File: src/rtl/twm_pkg.sv
package twm_pkg;
    localparam int BYTE_W = 8;

    typedef enum logic [2:0] {
        ST_IDLE,
        ST_RX,
        ST_ACK_WAIT,
        ST_ACK,
        ST_TX,
        ST_MACK,
        ST_RELOAD
    } state_e;

    typedef enum logic [1:0] {
        K_CTRL,
        K_ADDR,
        K_DATA
    } kind_e;
endpackage

File: src/rtl/twm_line_sync.sv
module twm_line_sync #(
    parameter int STAGES = 2
) (
    input  logic clk,
    input  logic rst_n,
    input  logic scl_i,
    input  logic sda_i,
    output logic sda_s,
    output logic scl_rise,
    output logic scl_fall,
    output logic start_ev,
    output logic stop_ev
);
    localparam int TOP = STAGES - 1;

    logic [STAGES-1:0] scl_pipe_q;
    logic [STAGES-1:0] sda_pipe_q;
    logic              scl_prev_q;
    logic              sda_prev_q;
    logic              scl_s;

    always_ff @(posedge clk or negedge rst_n) begin
        if (!rst_n) begin
            scl_pipe_q <= '1;
            sda_pipe_q <= '1;
            scl_prev_q <= 1'b1;
            sda_prev_q <= 1'b1;
        end else begin
            scl_pipe_q <= {scl_pipe_q[TOP-1:0], scl_i};
            sda_pipe_q <= {sda_pipe_q[TOP-1:0], sda_i};
            scl_prev_q <= scl_pipe_q[TOP];
            sda_prev_q <= sda_pipe_q[TOP];
        end
    end

    assign scl_s    = scl_pipe_q[TOP];
    assign sda_s    = sda_pipe_q[TOP];
    assign scl_rise = !scl_prev_q && scl_s;
    assign scl_fall = scl_prev_q && !scl_s;
    assign start_ev = scl_prev_q && scl_s && sda_prev_q && !sda_s;
    assign stop_ev  = scl_prev_q && scl_s && !sda_prev_q && sda_s;
endmodule

File: src/rtl/twm_array.sv
module twm_array #(
    parameter int AW = 8,
    parameter int DW = 8
) (
    input  logic          clk,
    input  logic          rst_n,
    input  logic          we,
    input  logic [AW-1:0] waddr,
    input  logic [DW-1:0] wdata,
    input  logic [AW-1:0] raddr,
    output logic [DW-1:0] rdata
);
    localparam int DEPTH = 1 << AW;

    logic [DW-1:0] mem_q [DEPTH];

    always_ff @(posedge clk or negedge rst_n) begin
        if (!rst_n) begin
            for (int i = 0; i < DEPTH; i++) mem_q[i] <= '0;
        end else if (we) begin
            mem_q[waddr] <= wdata;
        end
    end

    assign rdata = mem_q[raddr];
endmodule

File: src/rtl/twm_slave.sv
module twm_slave
    import twm_pkg::*;
#(
    parameter int         ADDR_W      = 8,
    parameter int         SYNC_STAGES = 2,
    parameter logic [3:0] DEV_CODE    = 4'b1010
) (
    input  logic clk,
    input  logic rst_n,
    input  logic scl_i,
    input  logic sda_i,
    output logic sda_oe_o,
    input  logic wp_i
);
    localparam int                 CNT_W    = $clog2(BYTE_W);
    localparam logic [CNT_W-1:0]   LAST_BIT = CNT_W'(BYTE_W - 1);

    typedef struct packed {
        state_e            st;
        kind_e             kind;
        logic [CNT_W-1:0]  cnt;
        logic [BYTE_W-1:0] sh;
        logic [ADDR_W-1:0] ptr;
        logic [BYTE_W-1:0] wdat;
        logic              pend;
        logic              rd;
        logic              oe;
    } regs_t;

    regs_t q, n;

    logic              sda_s, scl_rise, scl_fall, start_ev, stop_ev;
    logic              mem_we;
    logic [BYTE_W-1:0] rdata;
    logic [BYTE_W-1:0] byte_in;
    logic              chk_idle, chk_mack;

    twm_line_sync #(.STAGES(SYNC_STAGES)) u_sync (
        .clk      (clk),
        .rst_n    (rst_n),
        .scl_i    (scl_i),
        .sda_i    (sda_i),
        .sda_s    (sda_s),
        .scl_rise (scl_rise),
        .scl_fall (scl_fall),
        .start_ev (start_ev),
        .stop_ev  (stop_ev)
    );

    twm_array #(.AW(ADDR_W), .DW(BYTE_W)) u_mem (
        .clk   (clk),
        .rst_n (rst_n),
        .we    (mem_we),
        .waddr (q.ptr),
        .wdata (q.wdat),
        .raddr (q.ptr),
        .rdata (rdata)
    );

    assign byte_in = {q.sh[BYTE_W-2:0], sda_s};

    always_comb begin
        n      = q;
        mem_we = 1'b0;
        if (start_ev) begin
            n.st   = ST_RX;
            n.kind = K_CTRL;
            n.cnt  = '0;
            n.oe   = 1'b0;
            n.pend = 1'b0;
        end else if (stop_ev) begin
            n.st   = ST_IDLE;
            n.oe   = 1'b0;
            n.pend = 1'b0;
            if (q.pend) begin
                mem_we = !wp_i;
                n.ptr  = q.ptr + 1'b1;
            end
        end else begin
            unique case (q.st)
                ST_RX: if (scl_rise) begin
                    n.sh  = byte_in;
                    n.cnt = q.cnt + 1'b1;
                    if (q.cnt == LAST_BIT) begin
                        n.cnt = '0;
                        n.st  = ST_ACK_WAIT;
                        unique case (q.kind)
                            K_CTRL: begin
                                n.rd = byte_in[0];
                                if (byte_in[BYTE_W-1 -: 4] != DEV_CODE) n.st = ST_IDLE;
                            end
                            K_ADDR: n.ptr = byte_in[ADDR_W-1:0];
                            default: begin
                                n.wdat = byte_in;
                                n.pend = 1'b1;
                            end
                        endcase
                    end
                end
                ST_ACK_WAIT: if (scl_fall) begin
                    n.oe = 1'b1;
                    n.st = ST_ACK;
                end
                ST_ACK: if (scl_fall) begin
                    n.oe  = 1'b0;
                    n.cnt = '0;
                    if (q.kind == K_CTRL && q.rd) begin
                        n.sh  = rdata;
                        n.oe  = !rdata[BYTE_W-1];
                        n.ptr = q.ptr + 1'b1;
                        n.st  = ST_TX;
                    end else if (q.kind == K_CTRL) begin
                        n.kind = K_ADDR;
                        n.st   = ST_RX;
                    end else if (q.kind == K_ADDR) begin
                        n.kind = K_DATA;
                        n.st   = ST_RX;
                    end else begin
                        n.st = ST_IDLE;
                    end
                end
                ST_TX: if (scl_fall) begin
                    if (q.cnt == LAST_BIT) begin
                        n.oe = 1'b0;
                        n.st = ST_MACK;
                    end else begin
                        n.cnt = q.cnt + 1'b1;
                        n.sh  = {q.sh[BYTE_W-2:0], 1'b0};
                        n.oe  = !q.sh[BYTE_W-2];
                    end
                end
                ST_MACK: if (scl_rise) begin
                    n.st = sda_s ? ST_IDLE : ST_RELOAD;
                end
                ST_RELOAD: if (scl_fall) begin
                    n.sh  = rdata;
                    n.oe  = !rdata[BYTE_W-1];
                    n.ptr = q.ptr + 1'b1;
                    n.cnt = '0;
                    n.st  = ST_TX;
                end
                default: ;
            endcase
        end
    end

    always_ff @(posedge clk or negedge rst_n) begin
        if (!rst_n) begin
            q      <= '0;
            q.st   <= ST_IDLE;
            q.kind <= K_CTRL;
        end else begin
            q <= n;
        end
    end

    assign sda_oe_o = q.oe;
    assign chk_idle = (q.st == ST_IDLE);
    assign chk_mack = (q.st == ST_MACK);
endmodule

File: config.mk
export PLATFORM = sky130hd
export DESIGN_NAME = twm_slave
export DESIGN_NICKNAME = d
export VERILOG_FILES = /design/src/rtl/twm_pkg.sv /design/src/rtl/twm_line_sync.sv /design/src/rtl/twm_array.sv /design/src/rtl/twm_slave.sv
export SDC_FILE = /design/constraint.sdc
export NUM_CORES = 2
export LEC_CHECK = 0
export BUFFER_PORTS_ARGS = -buffer_cell sky130_fd_sc_hd__buf_2
export CAP_MARGIN = 20
export CORE_MARGIN = 4
export CORE_UTILIZATION = 58
export DETAILED_ROUTE_END_ITERATION = 10
export GPL_ROUTABILITY_DRIVEN = 0
export PLACE_DENSITY = 0.74
export SETUP_SLACK_MARGIN = 0.05
export SYNTH_ARGS = -nofsm -noshare
export SYNTH_HDL_FRONTEND = slang
export SYNTH_HIERARCHICAL = 1
export SYNTH_SLANG_ARGS = --single-unit
File: constraint.sdc
create_clock -name clk -period 6.6 [get_ports clk]
set_input_delay 0.33 -clock clk [delete_from_list [all_inputs] [get_ports clk]]
set_output_delay 0.33 -clock clk [all_outputs]
set_load 0.01 [all_outputs]
== Word-level counts from Yosys, hierarchy flattened ==
Cells that the tools add are included.

* Register bits after elaboration: 2089
* Bits of input ports: 5
* Output and inout port bits: 1
* Word-level logic and storage cells: 409

* Add/subtract/negate cells: 2
* Magnitude comparators: 2
* Equal/unequal tests: 38
* Muxes and demuxes: 56
* Bitwise logic cells: 4
* Reduce and logical (&&, ||, !) cells: 38

{| class="wikitable"
|+ Operator list
! kind !! count
|-
| 2048-bit bitwise mux || 1
|-
| 8-bit binary-select mux with 8-bit select || 1
|-
| 8-bit demux with 8-bit select || 1
|-
| 8-bit two-way mux || 7
|-
| 11-bit case mux with 4 select lines || 1
|-
| 3-bit two-way mux || 12
|-
| 4-bit != test, second input constant || 9
|-
| 3-bit != test, second input constant || 11
|-
| 29-bit two-way mux || 1
|-
| 9-bit AND reduction || 3
|-
| 24-bit two-way mux || 1
|-
| 8-bit case mux with 3 select lines || 1
|-
| 11-bit two-way mux || 2
|-
| 19-bit two-way mux || 1
|-
| 18-bit two-way mux || 1
|-
| 2-bit != test, second input constant || 9
|-
| 3-bit case mux with 6 select lines || 1
|-
| 16-bit two-way mux || 1
|-
| 1-bit two-way mux || 15
|-
| 13-bit two-way mux || 1
|-
| 3-bit equality test, second input constant || 4
|-
| 6-bit AND reduction || 2
|-
| 3-bit nonzero test || 4
|-
| 2-bit two-way mux || 5
|-
| 25 further kinds || 45
|}

== Logic depth before layout (Yosys ltp) ==
* Depth in word-level cells: 10
* Mapped depth: 17
* Gate-level depth less buffers: 12

== By module ==
The synthesis kept the hierarchy.

{| class="wikitable"
|+ Modules (own cells, without submodules)
! module !! instances !! cells each !! area an instance (µm²) !! seq. area each (µm²)
|-
| twm_array || 1 || 6065 || 93385.8 || 51249.2
|-
| twm_slave || 1 || 219 || 2243.4 || 850.8
|-
| twm_line_sync || 1 || 10 || 190.2 || 157.7
|}

== Least setup slack after synthesis ==
OpenSTA, ideal clock, no wires.

* Kind: flip-flop to flip-flop
* Start: reg u_sync.sda_pipe_q[1]
* End: reg u_mem/mem_q[1408] in the netlist's numbering
* Arrival: 3.314 ns
* Required time: 6.475 ns
* Slack: 3.161 ns
* Stages on the path, launching flop included: 13
* Clock period less this slack: 3.439 ns
* Cells stage by stage: dfstp_2 -> and4b_1 -> bufbuf_16 -> inv_1 -> nor3b_1 -> nor2b_1 -> clkbuf_1 -> and3_1 -> clkbuf_1 -> nand3_1 -> clkbuf_1 -> nor2_1 -> mux2_2

* Cells in the longest elaborated chain, start to end: 3
* Elaborated cells on any way between the ends: 5
* Those cells by class: mux: 2; reduce/logical: 3

{| class="wikitable"
|+ RTL lines
! item !! RTL line !! source
|-
| from (decl) || twm_line_sync.sv:17 || <nowiki>logic [STAGES-1:0] sda_pipe_q;</nowiki>
|-
| from (signal assigned) || twm_line_sync.sv:30 || <nowiki>sda_pipe_q <= {sda_pipe_q[TOP-1:0], sda_i};</nowiki>
|-
| 1-bit logical AND || twm_line_sync.sv:41 || <nowiki>assign stop_ev = scl_prev_q && scl_s && !sda_prev_q && sda_s;</nowiki>
|-
| named net stop_ev || twm_slave.sv:32 || <nowiki>logic sda_s, scl_rise, scl_fall, start_ev, stop_ev;</nowiki>
|-
| 1-bit two-way mux || twm_slave.sv:71 || <nowiki>end else if (stop_ev) begin</nowiki>
|-
| 1-bit two-way mux || twm_slave.sv:65 || <nowiki>if (start_ev) begin</nowiki>
|-
| named net mem_we || twm_slave.sv:33 || <nowiki>logic mem_we;</nowiki>
|-
| to (signal, indexed assignment) || twm_array.sv:21 || <nowiki>mem_q[waddr] <= wdata;</nowiki>
|-
| to (decl) || twm_array.sv:15 || <nowiki>logic [DW-1:0] mem_q [DEPTH];</nowiki>
|}

The timed path passes the listed nets, and every way through them passes these cells.
A chain may end at the register's enable or synchronous reset.

== Final worst setup path ==
* Start: reg u_sync.sda_pipe_q[1]
* End: reg u_mem/mem_q[11] in the netlist's numbering

Same word-level chain as after synthesis.

==> results.py <==
metrics = {
    "status": {
        "status": "finished, final reports clean",
    },
    "synthesis": {
        "synth.cell_area_sq_um": 95800,
        "synthDistinctLibCells": 85,
        "postSynthRegisterBits": 2088,
        "yosys_warnings": 6,
        "dominantRegCellSynth": "sky130_fd_sc_hd__dfrtp_1",
        "synthArstFlopShare_pct": 100,
        "yosys.area.top_type": "sky130_fd_sc_hd__dfrtp_1",
        "synth_nets": 6302,
        "synth_area_per_cell_sq_um": 15.2,
        "share_of_the_yosys_chip_area_belonging_to_registers_pct": 54.5,
        "synth_top_cell_area_share_pct": 54.4,
        "post_synth_edffs": 0,
        "synth_top_cells_by_area": "sky130_fd_sc_hd__dfrtp_1 (54%), sky130_fd_sc_hd__mux2_2 (24%), sky130_fd_sc_hd__mux4_2 (10%)",
        "syn_inst": 6294,
    },
    "pwr": {
        "power_per_cell_area_nw_per_um2": 274,
        "power.ir.vdd_worst_mv": 0.232,
        "static-leakage-power_nw": 49.0,
    },
    "sta": {
        "finalHoldWorstSlack_ns": 0.0587,
        "rsz0062_at_grt": "false",
        "setup_total_negative_slack_ns": 0,
        "timing_max_transition_violations_final": 0,
        "timing.slew.headroom_pct": 8.30,
        "final_clock_period_utilization_by_the_worst_path_pct": 78.9,
        "hold_viol": 0,
        "clock-skew-final_ns": 0.0443,
        "post-route-min-period_ns": 5.21,
        "worst_max_slew_pin_slew_ns": 1.38,
        "setup-violations-final": 0,
        "max_freq_mhz": 192,
    },
    "place": {
        "detailed_place_hpwl_um": 149000,
        "numPlacedInstances": 8112,
        "io_buffer_count": 5,
    },
    "critical_path": {
        "number_of_cells_on_the_worst_reg_to_reg_path": 8,
        "r2r-start": "u_sync/sda_pipe_q[1]",
        "r2r_setup_slack_ns": 1.39,
        "crit_path_slowest_cell": "sky130_fd_sc_hd__nor2_1",
        "crit_arrival_ns": 5.92,
        "critPathMaxStageDelay_ns": 1.02,
        "worstPathMaxFanout": 14,
        "timing.critical_path.cells": "and4b_1 > inv_1 > nor3b_1 > nor2b_1 > and2_1 > nand3_2 > nor2_1 > mux2_2",
        "end_kind": "flop",
        "crit-reg2reg-capture": "u_mem/mem_q[11]",
        "crit_path_start_kind": "flop",
        "criticalPathCategory": "flop to flop",
        "crit_path_end": "u_mem/mem_q[11]",
        "worstPathRequired_ns": 7.31,
        "cp-startpoint": "u_sync/sda_pipe_q[1]",
    },
    "clock_tree": {
        "clkLatencyLatePin_ns": 0.86,
        "clk_root_buffer_cell": "sky130_fd_sc_hd__clkbuf_16",
        "max-clock-path-buffers": 3,
        "numClockSinks": 2088,
        "htreeDepth": 4,
        "cts_buf_count": 209,
        "hold_buffers": 3,
        "post_cts_setup_buffers": 0,
        "post_cts_resized": 0,
        "clk_transition_reported_paths_ns": 0.06,
        "tritoncts": "done",
    },
    "finish": {
        "most-common-layout-cells": "sky130_fd_sc_hd__dfrtp_1 (2068), sky130_fd_sc_hd__mux2_2 (2062), sky130_fd_sc_hd__mux4_2 (443), sky130_fd_sc_hd__clkbuf_16 (211), sky130_fd_sc_hd__a22oi_1 (165)",
        "num-fill-cells": 11650,
        "final_cells": 8504,
        "layout_commonest_cell": "sky130_fd_sc_hd__dfrtp_1",
        "final_nets": 6163,
        "area_growth_syn_to_layout_pct": 9.18,
        "drive_gt1_share_pct": 48.8,
        "num_antenna_cells": 0,
    },
    "route": {
        "avgRoutedWirePerCell_um": 28.3,
        "drt-total-wl_um": 241000,
        "route.detailed.vias_per_inst": 6.58,
        "detailedRoute.firstPassIterationCount": 5,
        "drt_drc_violations_left": 0,
        "first_iter_violations": 5295,
        "drt.antenna.violating_nets": 0,
        "dr_total_vias": 55925,
    },
    "floorplanning": {
        "ioPinCount": 6,
        "core_sq_um": 164000,
        "initial_core_util_pct": 58.6,
        "std_cell_rows": 148,
        "die_h_um": 414,
        "die_x_um": 414,
        "die_area_sq_um": 172000,
    },
    "grt": {
        "global_routing_usage_summed_across_all_routing_layers_pct": 28.0,
        "wire_length_of_the_first_global_routing_pass_um": 371000,
        "initial_antenna_violation_count": 3,
        "gr-total-overflow": 0,
        "via_count_of_the_first_global_routing_pass": 58445,
        "grt_max_degree": 258,
    },
    "worst_hold_path": {
        "worstHoldPathType": "primary input to async pin",
    },
    "job": {
        "cap_violations": 0,
    },
}
metrics by stage:
| step | setup slack [ns] | power, mW | utilization, % | cell area, sq um |
|---|---|---|---|---|
| floorplan | 3.16 | 15.8 | - | 95800 |
| global placement | 1.69 | 16.6 | 59.5 | 97300 |
| finish | 1.39 | 28.7 | 64.0 | 105000 |
| detailed placement | 1.61 | 16.6 | 59.5 | 97300 |
| CTS | 1.59 | 28.9 | 63.9 | 105000 |
| global route | 1.32 | 29.6 | 64.0 | 105000 |
report_power, final:
part | total, mW | internal [mW] | switching [mW]
registers | 13.0 | 12.8 | 0.180
logic | 3.29 | 1.24 | 2.05
clock network | 12.3 | 7.30 | 5.05
sequential cells by signal, indices dropped and copies added (netlist names):
register           flops
sda_oe_o               1
u_mem/mem_q         2048
u_sync/scl_prev_q      1
byte_in                7
u_sync/sda_pipe_q      2
u_sync/sda_prev_q      1
u_sync/scl_pipe_q      2
q                     26
synthesized netlist by cell type (4+ instances only):
cell type / instances
sky130_fd_sc_hd__dfrtp_1: 2082
sky130_fd_sc_hd__a21oi_1: 124
sky130_fd_sc_hd__nor2_2: 64
sky130_fd_sc_hd__nand2_1: 162
sky130_fd_sc_hd__or4_1: 4
sky130_fd_sc_hd__mux4_2: 443
sky130_fd_sc_hd__a22o_1: 16
sky130_fd_sc_hd__clkbuf_1: 319
sky130_fd_sc_hd__a31oi_1: 16
sky130_fd_sc_hd__or2_2: 4
sky130_fd_sc_hd__o31ai_1: 5
sky130_fd_sc_hd__o22ai_1: 31
sky130_fd_sc_hd__buf_8: 10
sky130_fd_sc_hd__a21oi_2: 5
sky130_fd_sc_hd__nand3_1: 22
sky130_fd_sc_hd__o21ai_0: 36
sky130_fd_sc_hd__nor2b_1: 27
sky130_fd_sc_hd__buf_1: 10
sky130_fd_sc_hd__nand2b_1: 15
sky130_fd_sc_hd__mux2i_1: 154
sky130_fd_sc_hd__nor4_1: 20
sky130_fd_sc_hd__nand4_1: 7
sky130_fd_sc_hd__inv_1: 8
sky130_fd_sc_hd__and2_1: 12
sky130_fd_sc_hd__buf_4: 19
sky130_fd_sc_hd__buf_2: 63
sky130_fd_sc_hd__mux2_2: 2062
sky130_fd_sc_hd__a211oi_1: 6
sky130_fd_sc_hd__and3_1: 12
sky130_fd_sc_hd__a22oi_1: 165
sky130_fd_sc_hd__nor2_1: 168
sky130_fd_sc_hd__o221ai_1: 32
sky130_fd_sc_hd__o21ai_1: 6
sky130_fd_sc_hd__a221oi_1: 12
sky130_fd_sc_hd__dfstp_2: 6
sky130_fd_sc_hd__buf_12: 13
sky130_fd_sc_hd__buf_6: 35
sky130_fd_sc_hd__nor3_1: 28
worst min-delay path by stage:
stage	from	to	depth (start not counted)
after global routing	sda_i	u_sync/sda_pipe_q[0]	2
after global placement	u_sync/scl_pipe_q[1]	u_sync/scl_prev_q	0
after CTS	sda_i	u_sync/sda_pipe_q[0]	2
after floorplan	rst_n	byte_in[1]	0
final	rst_n	u_mem/mem_q[1803]	2
after detailed placement	u_sync/scl_pipe_q[0]	u_sync/scl_pipe_q[1]	0
layout make-up:
| type | instances | area, sq um | share of cell area [%] |
|---|---|---|---|
| Clock inverter | 77 | 1080 | 1.03 |
| Clock buffer | 308 | 6100 | 5.84 |
| Inverter | 10 | 37.5 | 0.0359 |
| Timing Repair Buffer | 124 | 1370 | 1.31 |
| Sequential cell | 2088 | 52300 | 50.0 |
| Multi-Input combinational cell | 3722 | 41000 | 39.2 |
| Tap cell | 2175 | 2720 | 2.60 |
critical path, delay by kind of cell, from the launching register on:
family / cells / cell delay (ns)
simple gates: 6 / 3.83
flops: 1 / 0.64
mux: 1 / 0.41
buf+inv: 1 / 0.18
layer usage:
layer  vias up  wire length, um  track usage, %
met3       465            15900            5.28
met2      1813           112000            43.3
li1      23260                -               -
met4         2             8930            9.85
met1     30385           103000            40.2
met5         -               13               0
logic make-up after synthesis:
family	after synthesis	synth area share (%)
compound gates	489	3.53
xor+xnor	2	0.0183
fa+ha+maj	3	0.0392
buf+inv	484	2.76
flops	2088	54.5
mux	2659	36.3
simple gates	569	2.87
No activity file was read; power rests on OpenSTA's default activity.
